**src/rtl/wdt_guard_pkg.sv**
```systemverilog
package wdt_guard_pkg;

  // Register view; field order matches bit positions 7..0.
  typedef struct packed {
    logic [3:0] pre;
    logic       irq_mode;
    logic       flag;
    logic       en;
    logic       armed;
  } wdt_ctrl_t;

  localparam int DEF_BASE_SHIFT = 9;
  localparam int DEF_MAX_CODE   = 7;
  localparam int DEF_IMM_CODE   = 8;

  // Number of tick pulses in one timeout period for a prescale code.
  function automatic int unsigned ticks_for(input int base, input logic [3:0] code);
    return 32'd1 << (base + int'(code));
  endfunction

endpackage

```
**src/rtl/wdt_unlock.sv**
```systemverilog
module wdt_unlock (
  input  logic clk,
  input  logic rst_n,
  input  logic bus_we,
  input  logic addr_hit,
  input  logic d0,
  output logic armed,
  output logic accept
);

  logic arm_n;

  assign accept = bus_we && addr_hit && armed;

  always_comb begin
    arm_n = armed;
    if (bus_we) begin
      arm_n = armed ? 1'b0 : (addr_hit && d0);
    end
  end

  always_ff @(posedge clk or negedge rst_n) begin
    if (!rst_n) armed <= 1'b0;
    else        armed <= arm_n;
  end


  arm_single_use_chk: assert property (@(posedge clk) disable iff (!rst_n)
    bus_we && armed |=> !armed);

endmodule

```
**src/rtl/wdt_counter.sv**
```systemverilog
module wdt_counter
  import wdt_guard_pkg::*;
#(
  parameter int BASE_SHIFT = DEF_BASE_SHIFT,
  parameter int MAX_CODE   = DEF_MAX_CODE,
  parameter int IMM_CODE   = DEF_IMM_CODE
) (
  input  logic       clk,
  input  logic       rst_n,
  input  logic       run,
  input  logic       tick,
  input  logic       kick,
  input  logic [3:0] pre,
  output logic       expire,
  output logic       imm
);

  localparam int CNT_W = BASE_SHIFT + MAX_CODE;

  logic [CNT_W-1:0] cnt_q;
  logic [CNT_W-1:0] last_val;
  logic             counting;
  logic             reserved;

  assign counting = int'(pre) <= MAX_CODE;
  assign imm      = run && (int'(pre) == IMM_CODE);
  assign reserved = !counting && (int'(pre) != IMM_CODE);
  assign last_val = CNT_W'(ticks_for(BASE_SHIFT, pre) - 32'd1);
  assign expire   = run && counting && tick && !kick && (cnt_q == last_val);

  always_ff @(posedge clk or negedge rst_n) begin
    if (!rst_n) begin
      cnt_q <= '0;
    end else if (!run || kick || expire) begin
      cnt_q <= '0;
    end else if (tick && counting) begin
      cnt_q <= cnt_q + 1'b1;
    end
  end


  reserved_hold_chk: assert property (@(posedge clk) disable iff (!rst_n)
    run && reserved |=> $stable(cnt_q));


  idle_clear_chk: assert property (@(posedge clk) disable iff (!rst_n)
    !run |=> cnt_q == '0);

endmodule

```
**src/rtl/wdt_response.sv**
```systemverilog
module wdt_response #(
  parameter int RST_CYC = 4
) (
  input  logic clk,
  input  logic rst_n,
  input  logic fire_rst,
  input  logic fire_irq,
  input  logic flag_next,
  output logic rst_req,
  output logic irq_req
);

  localparam int PW = $clog2(RST_CYC + 1);

  logic [PW-1:0] pulse_q;

  always_ff @(posedge clk or negedge rst_n) begin
    if (!rst_n) begin
      pulse_q <= '0;
      irq_req <= 1'b0;
    end else begin
      if (fire_rst)           pulse_q <= PW'(RST_CYC);
      else if (pulse_q != '0) pulse_q <= pulse_q - 1'b1;
      irq_req <= fire_irq || (irq_req && flag_next);
    end
  end

  assign rst_req = pulse_q != '0;


  rst_follows_fire_chk: assert property (@(posedge clk) disable iff (!rst_n)
    fire_rst |=> rst_req);


  irq_follows_fire_chk: assert property (@(posedge clk) disable iff (!rst_n)
    fire_irq |=> irq_req);

endmodule

```
**src/rtl/wdt_guard.sv**
```systemverilog
module wdt_guard
  import wdt_guard_pkg::*;
#(
  parameter int              ADDR_W     = 8,
  parameter logic [ADDR_W-1:0] CTRL_ADDR = 8'h5C,
  parameter int              BASE_SHIFT = DEF_BASE_SHIFT,
  parameter int              MAX_CODE   = DEF_MAX_CODE,
  parameter int              IMM_CODE   = DEF_IMM_CODE,
  parameter int              RST_CYC    = 4,
  parameter logic [7:0]      RESET_VAL  = 8'h10
) (
  input  logic              clk,
  input  logic              rst_n,
  input  logic              tick_en,
  input  logic              bus_we,
  input  logic [ADDR_W-1:0] bus_addr,
  input  logic [7:0]        bus_wdata,
  output logic [7:0]        bus_rdata,
  input  logic              supply_evt,
  output logic              rst_req,
  output logic              irq_req
);

  wdt_ctrl_t reset_view;
  wdt_ctrl_t view;

  logic [3:0] pre_q, pre_n;
  logic       mode_q, mode_n;
  logic       flag_q, flag_n;
  logic       en_q, en_n;

  logic armed, accept, kick, wr_blocked;
  logic expire, imm, fire_rst, fire_irq;

  assign reset_view = wdt_ctrl_t'(RESET_VAL);

  wdt_unlock u_unlock (
    .clk      (clk),
    .rst_n    (rst_n),
    .bus_we   (bus_we),
    .addr_hit (bus_addr == CTRL_ADDR),
    .d0       (bus_wdata[0]),
    .armed    (armed),
    .accept   (accept)
  );

  assign kick       = accept && bus_wdata[1];
  assign wr_blocked = bus_we && !accept;

  wdt_counter #(
    .BASE_SHIFT (BASE_SHIFT),
    .MAX_CODE   (MAX_CODE),
    .IMM_CODE   (IMM_CODE)
  ) u_counter (
    .clk    (clk),
    .rst_n  (rst_n),
    .run    (en_q),
    .tick   (tick_en),
    .kick   (kick),
    .pre    (pre_q),
    .expire (expire),
    .imm    (imm)
  );

  assign fire_rst = imm || (expire && !mode_q);
  assign fire_irq = expire && mode_q && !imm;

  always_comb begin
    pre_n  = pre_q;
    mode_n = mode_q;
    flag_n = flag_q;
    en_n   = en_q;
    if (accept) begin
      pre_n  = bus_wdata[7:4];
      mode_n = bus_wdata[3];
      flag_n = flag_q && bus_wdata[2];
      en_n   = bus_wdata[1];
    end
    if (supply_evt)           en_n   = 1'b0;
    if (fire_rst || fire_irq) flag_n = 1'b1;
    if (fire_rst)             en_n   = 1'b0;
  end

  always_ff @(posedge clk or negedge rst_n) begin
    if (!rst_n) begin
      pre_q  <= reset_view.pre;
      mode_q <= reset_view.irq_mode;
      flag_q <= reset_view.flag;
      en_q   <= reset_view.en;
    end else begin
      pre_q  <= pre_n;
      mode_q <= mode_n;
      flag_q <= flag_n;
      en_q   <= en_n;
    end
  end

  wdt_response #(.RST_CYC(RST_CYC)) u_response (
    .clk       (clk),
    .rst_n     (rst_n),
    .fire_rst  (fire_rst),
    .fire_irq  (fire_irq),
    .flag_next (flag_n),
    .rst_req   (rst_req),
    .irq_req   (irq_req)
  );

  always_comb begin
    view.pre      = pre_q;
    view.irq_mode = mode_q;
    view.flag     = flag_q;
    view.en       = en_q;
    view.armed    = armed;
  end
  assign bus_rdata = view;


  locked_write_chk: assert property (@(posedge clk) disable iff (!rst_n)
    wr_blocked |=> $stable(pre_q) && $stable(mode_q));


  imm_reset_chk: assert property (@(posedge clk) disable iff (!rst_n)
    imm |=> !en_q && flag_q);


  flag_sticky_chk: assert property (@(posedge clk) disable iff (!rst_n)
    flag_q && !accept |=> flag_q);


  supply_off_chk: assert property (@(posedge clk) disable iff (!rst_n)
    supply_evt |=> !en_q);

endmodule

```
**config.mk**
```make
export PLATFORM = sky130hd
export DESIGN_NAME = wdt_guard
export DESIGN_NICKNAME = d
export VERILOG_FILES = /design/src/rtl/wdt_guard_pkg.sv /design/src/rtl/wdt_unlock.sv /design/src/rtl/wdt_counter.sv /design/src/rtl/wdt_response.sv /design/src/rtl/wdt_guard.sv
export SDC_FILE = /design/constraint.sdc
export NUM_CORES = 1
export LEC_CHECK = 0
export ABC_AREA = 1
export BUFFER_PORTS_ARGS = -buffer_cell sky130_fd_sc_hd__buf_2
export CAP_MARGIN = 40
export CORE_UTILIZATION = 38
export CTS_CLUSTER_DIAMETER = 60
export DETAILED_ROUTE_END_ITERATION = 8
export PLACE_DENSITY = 0.65
export SLEW_MARGIN = 20
export SYNTH_ARGS = -nofsm -noshare
export SYNTH_HDL_FRONTEND = slang
export SYNTH_HIERARCHICAL = 1
export SYNTH_SLANG_ARGS = --single-unit
export TNS_END_PERCENT = 10
```
**constraint.sdc**
```tcl
create_clock -name clk -period 2.91 [get_ports clk]
set_input_delay 0.1455 -clock clk [delete_from_list [all_inputs] [get_ports clk]]
set_output_delay 0.1455 -clock clk [all_outputs]
set_load 0.005 [all_outputs]
```
; ---- After elaboration in Yosys (flattened, before gate mapping)
; Cells that the tools add are included.
[classes]
addsub = 4
magnitude_cmp = 1
n_eq_ne = 3
shift = 1
muxes = 10
reduce_logical = 28
[ops]
columns = op, n
row1 = two-way mux 16 bit, 2
row2 = "<< shifter 1 x 32 -> 16 bit, first input constant", 1
row3 = "adder 16 x 1 -> 16 bit, second input constant", 1
row4 = == test 16 bit, 1
row5 = "subtractor 16 x 1 -> 16 bit, second input constant", 1
row6 = logical AND 1 bit, 15
row7 = "== test 8 x 7 -> 1 bit, second input constant", 1
row8 = two-way mux 1 bit, 6
row9 = two-way mux 3 bit, 2
row10 = nonzero test 3 bit, 2
row11 = "adder 4 x 4 -> 5 bit, first input constant", 1
row12 = logical OR 1 bit, 5
row13 = "== test 4 bit, second input constant", 1
row14 = "less-or-equal comparator 4 x 3 -> 1 bit, second input constant", 1
row15 = zero test 1 bit, 4
row16 = nonzero test 2 bit, 2
row17 = "subtractor 3 x 1 -> 3 bit, second input constant", 1
[word_totals]
register_bits = 28
input_bits = 21
output_inout_bits = 10
word_cells = 55

; ---- Logic depth before layout (Yosys ltp)
; Gate-level depths: netlist of run 1.
[logic_depth]
depth_word = 13
ltp_mapped = 24
ltp_nobuf = 22

; ---- Hierarchy
; Netlist of run 1, hierarchy kept.
[modules_own_cells]
columns = mod, instances, cells_each, area_each_um2, seq_area_each_um2
row1 = wdt_counter, 1, 196, 1285.0, 400.4
row2 = wdt_guard, 1, 51, 374.1, 176.4
row3 = wdt_response, 1, 24, 206.4, 100.1
row4 = wdt_unlock, 1, 11, 65.1, 25.0

; ---- Least setup slack after synthesis of run 1
; Ideal clock, no wire load.
[synth_timing]
path_kind = reg-to-reg
startpoint = register u_unlock.armed
endpoint = register u_response.pulse_q[0]
setup_ns = 0.118
arrival_ns = 1.752
required_time_ns = 2.792
path_slack_ns = 1.040
path_stages_with_launch = 21
path_buffers = 2
period_less_slack_ns = 1.870
cell_sequence = dfrtp_1 inv_1 nor2_1 buf_6 nand2_2 inv_2 inv_1 nand2_1 nor2_1 nand2_1 nor2_1 nand3_1 nor2_2 nand3_2 buf_6 inv_1 nand2_1 nand2_1 inv_1 nand3_1 nand2_1
[synth_between]
elab_chain_len = 8
word_cells_on_any_way = 9
classes_between = mux: 1 / reduce/logical: 8
[synth_rtl]
columns = element, line_no
row1 = from (decl), wdt_unlock.sv:7  ; output logic armed,
row2 = from (signal assigned), wdt_unlock.sv:24  ; else armed <= arm_n;
row3 = logical AND 1 bit (*), wdt_unlock.sv:13  ; assign accept = bus_we && addr_hit && armed;
row4 = net accept, wdt_guard.sv:32  ; logic armed, accept, kick, wr_blocked;
row5 = logical AND 1 bit (*), wdt_guard.sv:47  ; assign kick = accept && bus_wdata[1];
row6 = net kick, wdt_guard.sv:32
row7 = zero test 1 bit (*), wdt_counter.sv:29  ; assign expire = run && counting && tick && !kick && (cnt_q == last_val);
row8 = logical AND 1 bit (*) (2 in series), wdt_counter.sv:29
row9 = net expire, wdt_guard.sv:33  ; logic expire, imm, fire_rst, fire_irq;
row10 = logical AND 1 bit (*), wdt_guard.sv:65  ; assign fire_rst = imm || (expire && !mode_q);
row11 = logical OR 1 bit (*), wdt_guard.sv:65
row12 = net fire_rst, wdt_guard.sv:33
row13 = two-way mux 3 bit or nonzero test 2 bit (tied branches), --
row14 = to (signal assigned), wdt_response.sv:22  ; if (fire_rst) pulse_q <= PW'(RST_CYC);
row15 = to (signal assigned), wdt_response.sv:23  ; else if (pulse_q != '0) pulse_q <= pulse_q - 1'b1;
row16 = to (decl), wdt_response.sv:15  ; logic [PW-1:0] pulse_q;
; The timed path passes the listed nets; every way through them passes the cells marked *.
; A chain may end at the register's enable or synchronous reset.

; ---- Final worst setup path of run 1
[layout_timing]
startpoint = register u_unlock.armed
endpoint = register u_response.pulse_q[1]
; Same word-level chain as after synthesis.

==> impl_metrics.toml, run 1 <==
[run_status]
status = "finished clean"

[finish]
nNetsFinal = 338
layout_commonest_cell = "nand2_1"
area_growth_syn_to_layout_pct = 13.1
diodes = 0
final_cell_mix = "67 x nand2_1, 43 x nor2_1, 42 x inv_1"
drive_above_1_share = 0.196

[timing]
whs_ps = 61.3
worstMarginPinSlew_ps = 644
finalSetupViolCount = 0
rsz0062_at_grt = "no"
hold_violations = 0
finalSetupTns_ps = 0
max_freq_mhz = 461
slew_headroom = 0.571
maxSlewViolCount = 0
fin_crit_ps = 2170
post-route-period-util = 0.745
skew_ps = 2.25

[detailed_routing]
dr.pass1.iters = 4
dr.first_iter.drc_count = 85
avgRoutedWirePerCell_um = 10.5
antenna_left = 0
drcViolationCount = 0
avgViaCountPerCell = 4.73
route.vias.total = 1791
routed_wl_mm = 3.99

[grt]
grt-busiest-layer = "met2"
met2_usage = 0.289
use_met1 = 0.212
grt_usage = 0.166
gr-usage-met3 = 0.0123
grt.overflow.total = 0
antenna_found_initial = 0
grt_max_degree = 29
grt_pass1_vias = 1639
grt_pass1_wl_mm = 6.93

[clock_network]
cts_tree = "built"
cts-root-buf = "clkbuf_8"
cts_resized = 0
clock_path_buffers = 2
clock-sinks = 28
cts.clk_slew.worst_paths_ps = 90
cts_inserted_buffers = 3
clkLatencyLatePin_ps = 280
htreeDepth = 1

[critical_path]
crit_path_frequent_cell = "nand2_1"
endpoint_kind = "flip-flop"
worstPathMaxFanout = 11
crit_type = "reg -> reg"
cp_data_arrival_time_ps = 2350
crit_chain = "inv_1 > nor2_1 > buf_4 > nand2_2 > inv_2 > inv_1 > nand2_1 > nor2_1 > nand2_1 > nor2_1 > nand3_1 > nor2_2 > nand3_2 > inv_1 > nand2_1 > nand2_1 > inv_1 > nand3_1 > nand2_1"
critPathSlowestCell = "dfrtp_1"
cp-start-kind = "flip-flop"
required_ps = 3090
slowest_delay_ps = 420

[placement]
gp_congestion = 0.813
io_buffers = 30
hpwl_mm = 3.11

[yosys]
yosysSeqAreaShare = 0.364
synth-seq-cells = 28
synth_area_mm2 = 0.00193
synthCells = 282
synth_top_family_by_area = "simple AND/OR/NAND/NOR gates"
yosys_warnings = 6
post_synth_and_or_nand_nor_area_fraction = 0.424
synthXorXnorAreaFrac = 0.0136
post_synth_fa_ha_maj_area_fraction = 0.0259
yosysUniqueCellTypes = 33
syn-mean-instance-area_um2 = 6.85
synth-compound-area-share = 0.0486
muxShareOfSynthArea = 0

[worst_hold_path]
hold_path.class = "in -> reg"

[power_and_ir_drop]
power_density_mw_per_mm2 = 308
ir_drop_uv = 171
p_leak_nw = 1.15

[floorplan]
start_util = 0.401
die_area_mm2 = 0.00537
die_w_um = 73.3
placementRows = 25
core_mm2 = 0.00482
dieHeight_um = 73.3
ios = 31

[run]
maxCapViolCount = 0
report_power, final:
group | total, W | internal (W) | switching (W)
Combinational | 0.0000399 | 0.0000174 | 0.0000224
Clock | 0.000244 | 0.000121 | 0.000122
Sequential | 0.000389 | 0.000389 | 0.000000208
Total | 0.000673 | 0.000528 | 0.000145
cells in the mapped netlist:
library cell   n  area (um^2)
buf_6          2         22.5
conb_1         1         3.75
buf_2          1         5.00
nand2_4        2         22.5
nand2_1       67          251
nor4_1         1         6.26
nor3_4         1         16.3
buf_4          4         30.0
inv_2          4         15.0
nor2_2         5         31.3
a21o_1         1         7.51
o21ai_2        1         8.76
nand2_2        6         37.5
inv_1         42          158
nor2_4         1         11.3
dfrtp_1       27          676
dfstp_2        1         26.3
nand3_1       32          160
xnor2_1        1         8.76
and3_1         2         12.5
nor2_1        43          161
inv_4          1         6.26
nor3_2         2         20.0
o21ai_1        1         5.00
ha_1           4         50.1
nand4_1        4         25.0
nor3_1         7         35.0
xor2_1         2         17.5
a21oi_1        7         35.0
o211ai_1       1         7.51
o21ai_0        6         30.0
nand3_4        1         17.5
nand3_2        1         10.0
worst paths after layout:
path	endpoint	depth (start not counted)	slack [ps]	start
worst max-delay path	u_response/pulse_q[1]	19	740	u_unlock/armed
worst min-delay path	pre_q[2]	3	60	bus_wdata[6]
worst max register to register	u_response/pulse_q[1]	19	740	u_unlock/armed
worst min register to register	u_response/irq_req	1	500	u_response/irq_req
max in group asynchronous	u_counter/cnt_q[10]	2	2080	rst_n
min in group asynchronous	u_counter/cnt_q[3]	2	420	rst_n
layer usage:
metal	wire length, um	vias up
met1	1860	821
met5	0	-
met3	115	5
li1	-	935
met2	1940	30
met4	75	0
per-stage QoR:
stage	power (W)	cells	instance area, um^2	util	setup WS [ps]
final	0.000673	379	2180	0.453	742
after global placement	0.000436	374	2120	0.440	706
after CTS	0.000684	379	2180	0.453	713
after floorplan	0.000413	283	1930	-	1040
after global routing	0.000703	379	2180	0.453	396
after detailed placement	0.000436	374	2120	0.440	697
cell families (layout without fill, tap and decap cells):
kind of cell | after synthesis | after routing
adder cells (fa/ha/maj) | 4 | 4
AND/OR/NAND/NOR | 175 | 175
buffers and inverters | 54 | 83
XOR/XNOR | 3 | 3
AO/OA/AOI/OAI | 17 | 17
flip-flops | 28 | 28
other | 1 | 2
final cells by class:
cell class,instances,area [um^2]
Clock buffer,4,55.1
Fill cell,535,2630
Inverter,47,179
Multi-Input combinational cell,201,996
Sequential cell,28,702
Tap cell,67,83.8
Timing Repair Buffer,32,168
what timing repair did:
| action | CTS | global route |
|---|---|---|
| hold buffers | 1 | 0 |
| hold endpoints to repair | 27 | 0 |
| setup buffers | 0 | 0 |
critical path: cells and delay by family (launching register included):
| family | cells | cell delay [ps] |
|---|---|---|
| buffers and inverters | 6 | 510 |
| DFF | 1 | 420 |
| and+or+nand+nor | 13 | 1130 |
flip-flops by register name, indices dropped and copies added, names as in the netlist:
name,count
mode_q,1
en_q,1
pre_q,4
u_response/pulse_q,3
u_response/irq_req,1
flag_q,1
u_counter/cnt_q,16
u_unlock/armed,1
Note: power is estimated with default switching activity, not from simulation.
==> inputs of run 2 (changes only) <==
Clock period 2.91 ns to 2.2 ns, I/O delays scaled along.
==> run 2 against run 1 <==
Sequential share of layout area decreased by 0.22 points. Flip-flop and latch count unchanged. Power increased by 32%. Critical endpoint is now u_response/pulse_q[0]. Critical path depth decreased by 5. Critical path type unchanged. Routed wire length increased by 3.8%. Via count decreased by 1.0%. Largest cell class unchanged. Worst setup slack got worse by 440 ps. Combinational power increased by 34%.
==> impl_metrics.toml, run 2 (same netlist as run 1, synthesis figures left out) <==
[grt]
grt_max_degree = 29
grt_pass1_vias = 1651
antenna_found_initial = 0
grt.overflow.total = 0
grt_pass1_wl_mm = 7.05
grt_usage = 0.171

[placement]
dp.cells = 376
gp_congestion = 0.860
io_buffers = 30
hpwl_mm = 3.25

[clock_network]
cts-root-buf = "clkbuf_8"
clkLatencyLatePin_ps = 280
cts_resized = 0
cts_tree = "built"
clock_path_buffers = 2
cts_inserted_buffers = 3
htreeDepth = 1
clock-sinks = 28
cts.clk_slew.worst_paths_ps = 90

[floorplan]
die_w_um = 73.3
placementRows = 25
dieHeight_um = 73.3
ios = 31
start_util = 0.401
die_area_mm2 = 0.00537
core_mm2 = 0.00482

[power_and_ir_drop]
power_density_mw_per_mm2 = 405
p_leak_nw = 1.16
power_w = 0.000890
ir_drop_uv = 218

[finish]
fillCellCount = 520
drive_above_1_share = 0.201
nNetsFinal = 340
multi_input_comb_area_um2 = 996
final_cell_mix = "67 x nand2_1, 43 x nor2_1, 42 x inv_1"
largest_reg_flops = 16
seqCellArea_um2 = 702
diodes = 0
regMostFlops = "u_counter/cnt_q"
stdcell_count = 381
fin_util = 0.456
reg.largest.list = "u_counter/cnt_q: 16 flops, pre_q: 4 flops, u_response/pulse_q: 3 flops"
area_growth_syn_to_layout_pct = 13.9
layout_commonest_cell = "nand2_1"

[detailed_routing]
avgViaCountPerCell = 4.65
dr.pass1.iters = 4
antenna_left = 0
dr.first_iter.drc_count = 93
avgRoutedWirePerCell_um = 10.9
drcViolationCount = 0
routed_wl_mm = 4.15
route.vias.total = 1773

[critical_path]
critPathSlowestCell = "dfrtp_1"
crit_chain = "nor2_2 > nand2_1 > inv_1 > nor2_1 > nor2_1 > nand2_1 > nor2_1 > nand3_2 > inv_1 > nand2_1 > nand2_1 > inv_1 > nand3_1 > nand2_1"
crit_path_frequent_cell = "nand2_1"
worstPathMaxFanout = 6
required_ps = 2380
worst-path-buf-inv = 3
slowest_delay_ps = 470
cp_data_arrival_time_ps = 2070
crit_family = "simple AND/OR/NAND/NOR gates"
crit_type = "reg -> reg"
cp-start-kind = "flip-flop"
endpoint_kind = "flip-flop"

[timing]
finalSetupViolCount = 0
finalSetupTns_ps = 0
slew_headroom = 0.579
maxSlewViolCount = 0
skew_ps = 3.01
fin_crit_ps = 1900
worstMarginPinSlew_ps = 631
hold_violations = 0
rsz0062_at_grt = "no"
post-route-period-util = 0.862
max_freq_mhz = 527

[worst_hold_path]
hold_path.class = "in -> reg"

[run_status]
status = "finished clean"

[run]
maxCapViolCount = 0
==> run 2: changes by cell type in the layout (fill, tap and decap cells not counted) <==
| cell | delta |
|---|---|
| buf_4 | +2 |
==> run 2: where the power goes <==
group	switching (W)	internal [W]	total (W)
clock	0.000161	0.000161	0.000321
combinational	0.0000304	0.0000231	0.0000535
sequential	0.000000278	0.000515	0.000515
total	0.000191	0.000698	0.000890
==> run 2: worst min-delay path, stage by stage <==
cell and delay, ps:
buf_2 90, nand2_1 60, nand2_1 50
==> run 2: layer usage <==
| metal | vias to the layer above | part of all wire | global-route usage |
|---|---|---|---|
| met5 | - | 0 | 0 |
| met4 | 0 | 0.017 | 0.0719 |
| met3 | 4 | 0.024 | 0.0206 |
| met2 | 26 | 0.47 | 0.278 |
| met1 | 806 | 0.49 | 0.230 |
| li1 | 937 | - | - |
==> run 2: cell type report <==
cell class              count  share of cell area
well taps                  67              0.0381
multi-input cells         201               0.453
flip-flops and latches     28               0.319
inverters                  47              0.0814
clock buffers               4              0.0250
repair buffers             34              0.0831
==> run 2: final timing paths <==
path	startpoint	end	cells past startpoint	slack, ps
max	pre_q[3]	u_response/pulse_q[0]	14	300
min	bus_wdata[4]	pre_q[0]	3	30
max reg2reg	pre_q[3]	u_response/pulse_q[0]	14	300
min reg2reg	u_response/irq_req	u_response/irq_req	1	500
max in group asynchronous	rst_n	u_counter/cnt_q[13]	2	1420
min in group asynchronous	rst_n	u_counter/cnt_q[0]	2	380
==> run 2: timing repair <==
item,CTS,global route
setup endpoints to repair,0,0
endpoints found under the hold margin,27,0
buffers inserted,0,0
hold buffers,1,0
==> run 2: through the flow <==
stage                     setup slack, ps  cell area, um^2  hold slack, ps
after floorplan                       330             1930            -186
after global placement                275             2130             171
after detailed placement              263             2130             171
after CTS                             304             2200            24.1
after global routing                 80.3             2200            26.9
final                                 304             2200            28.5
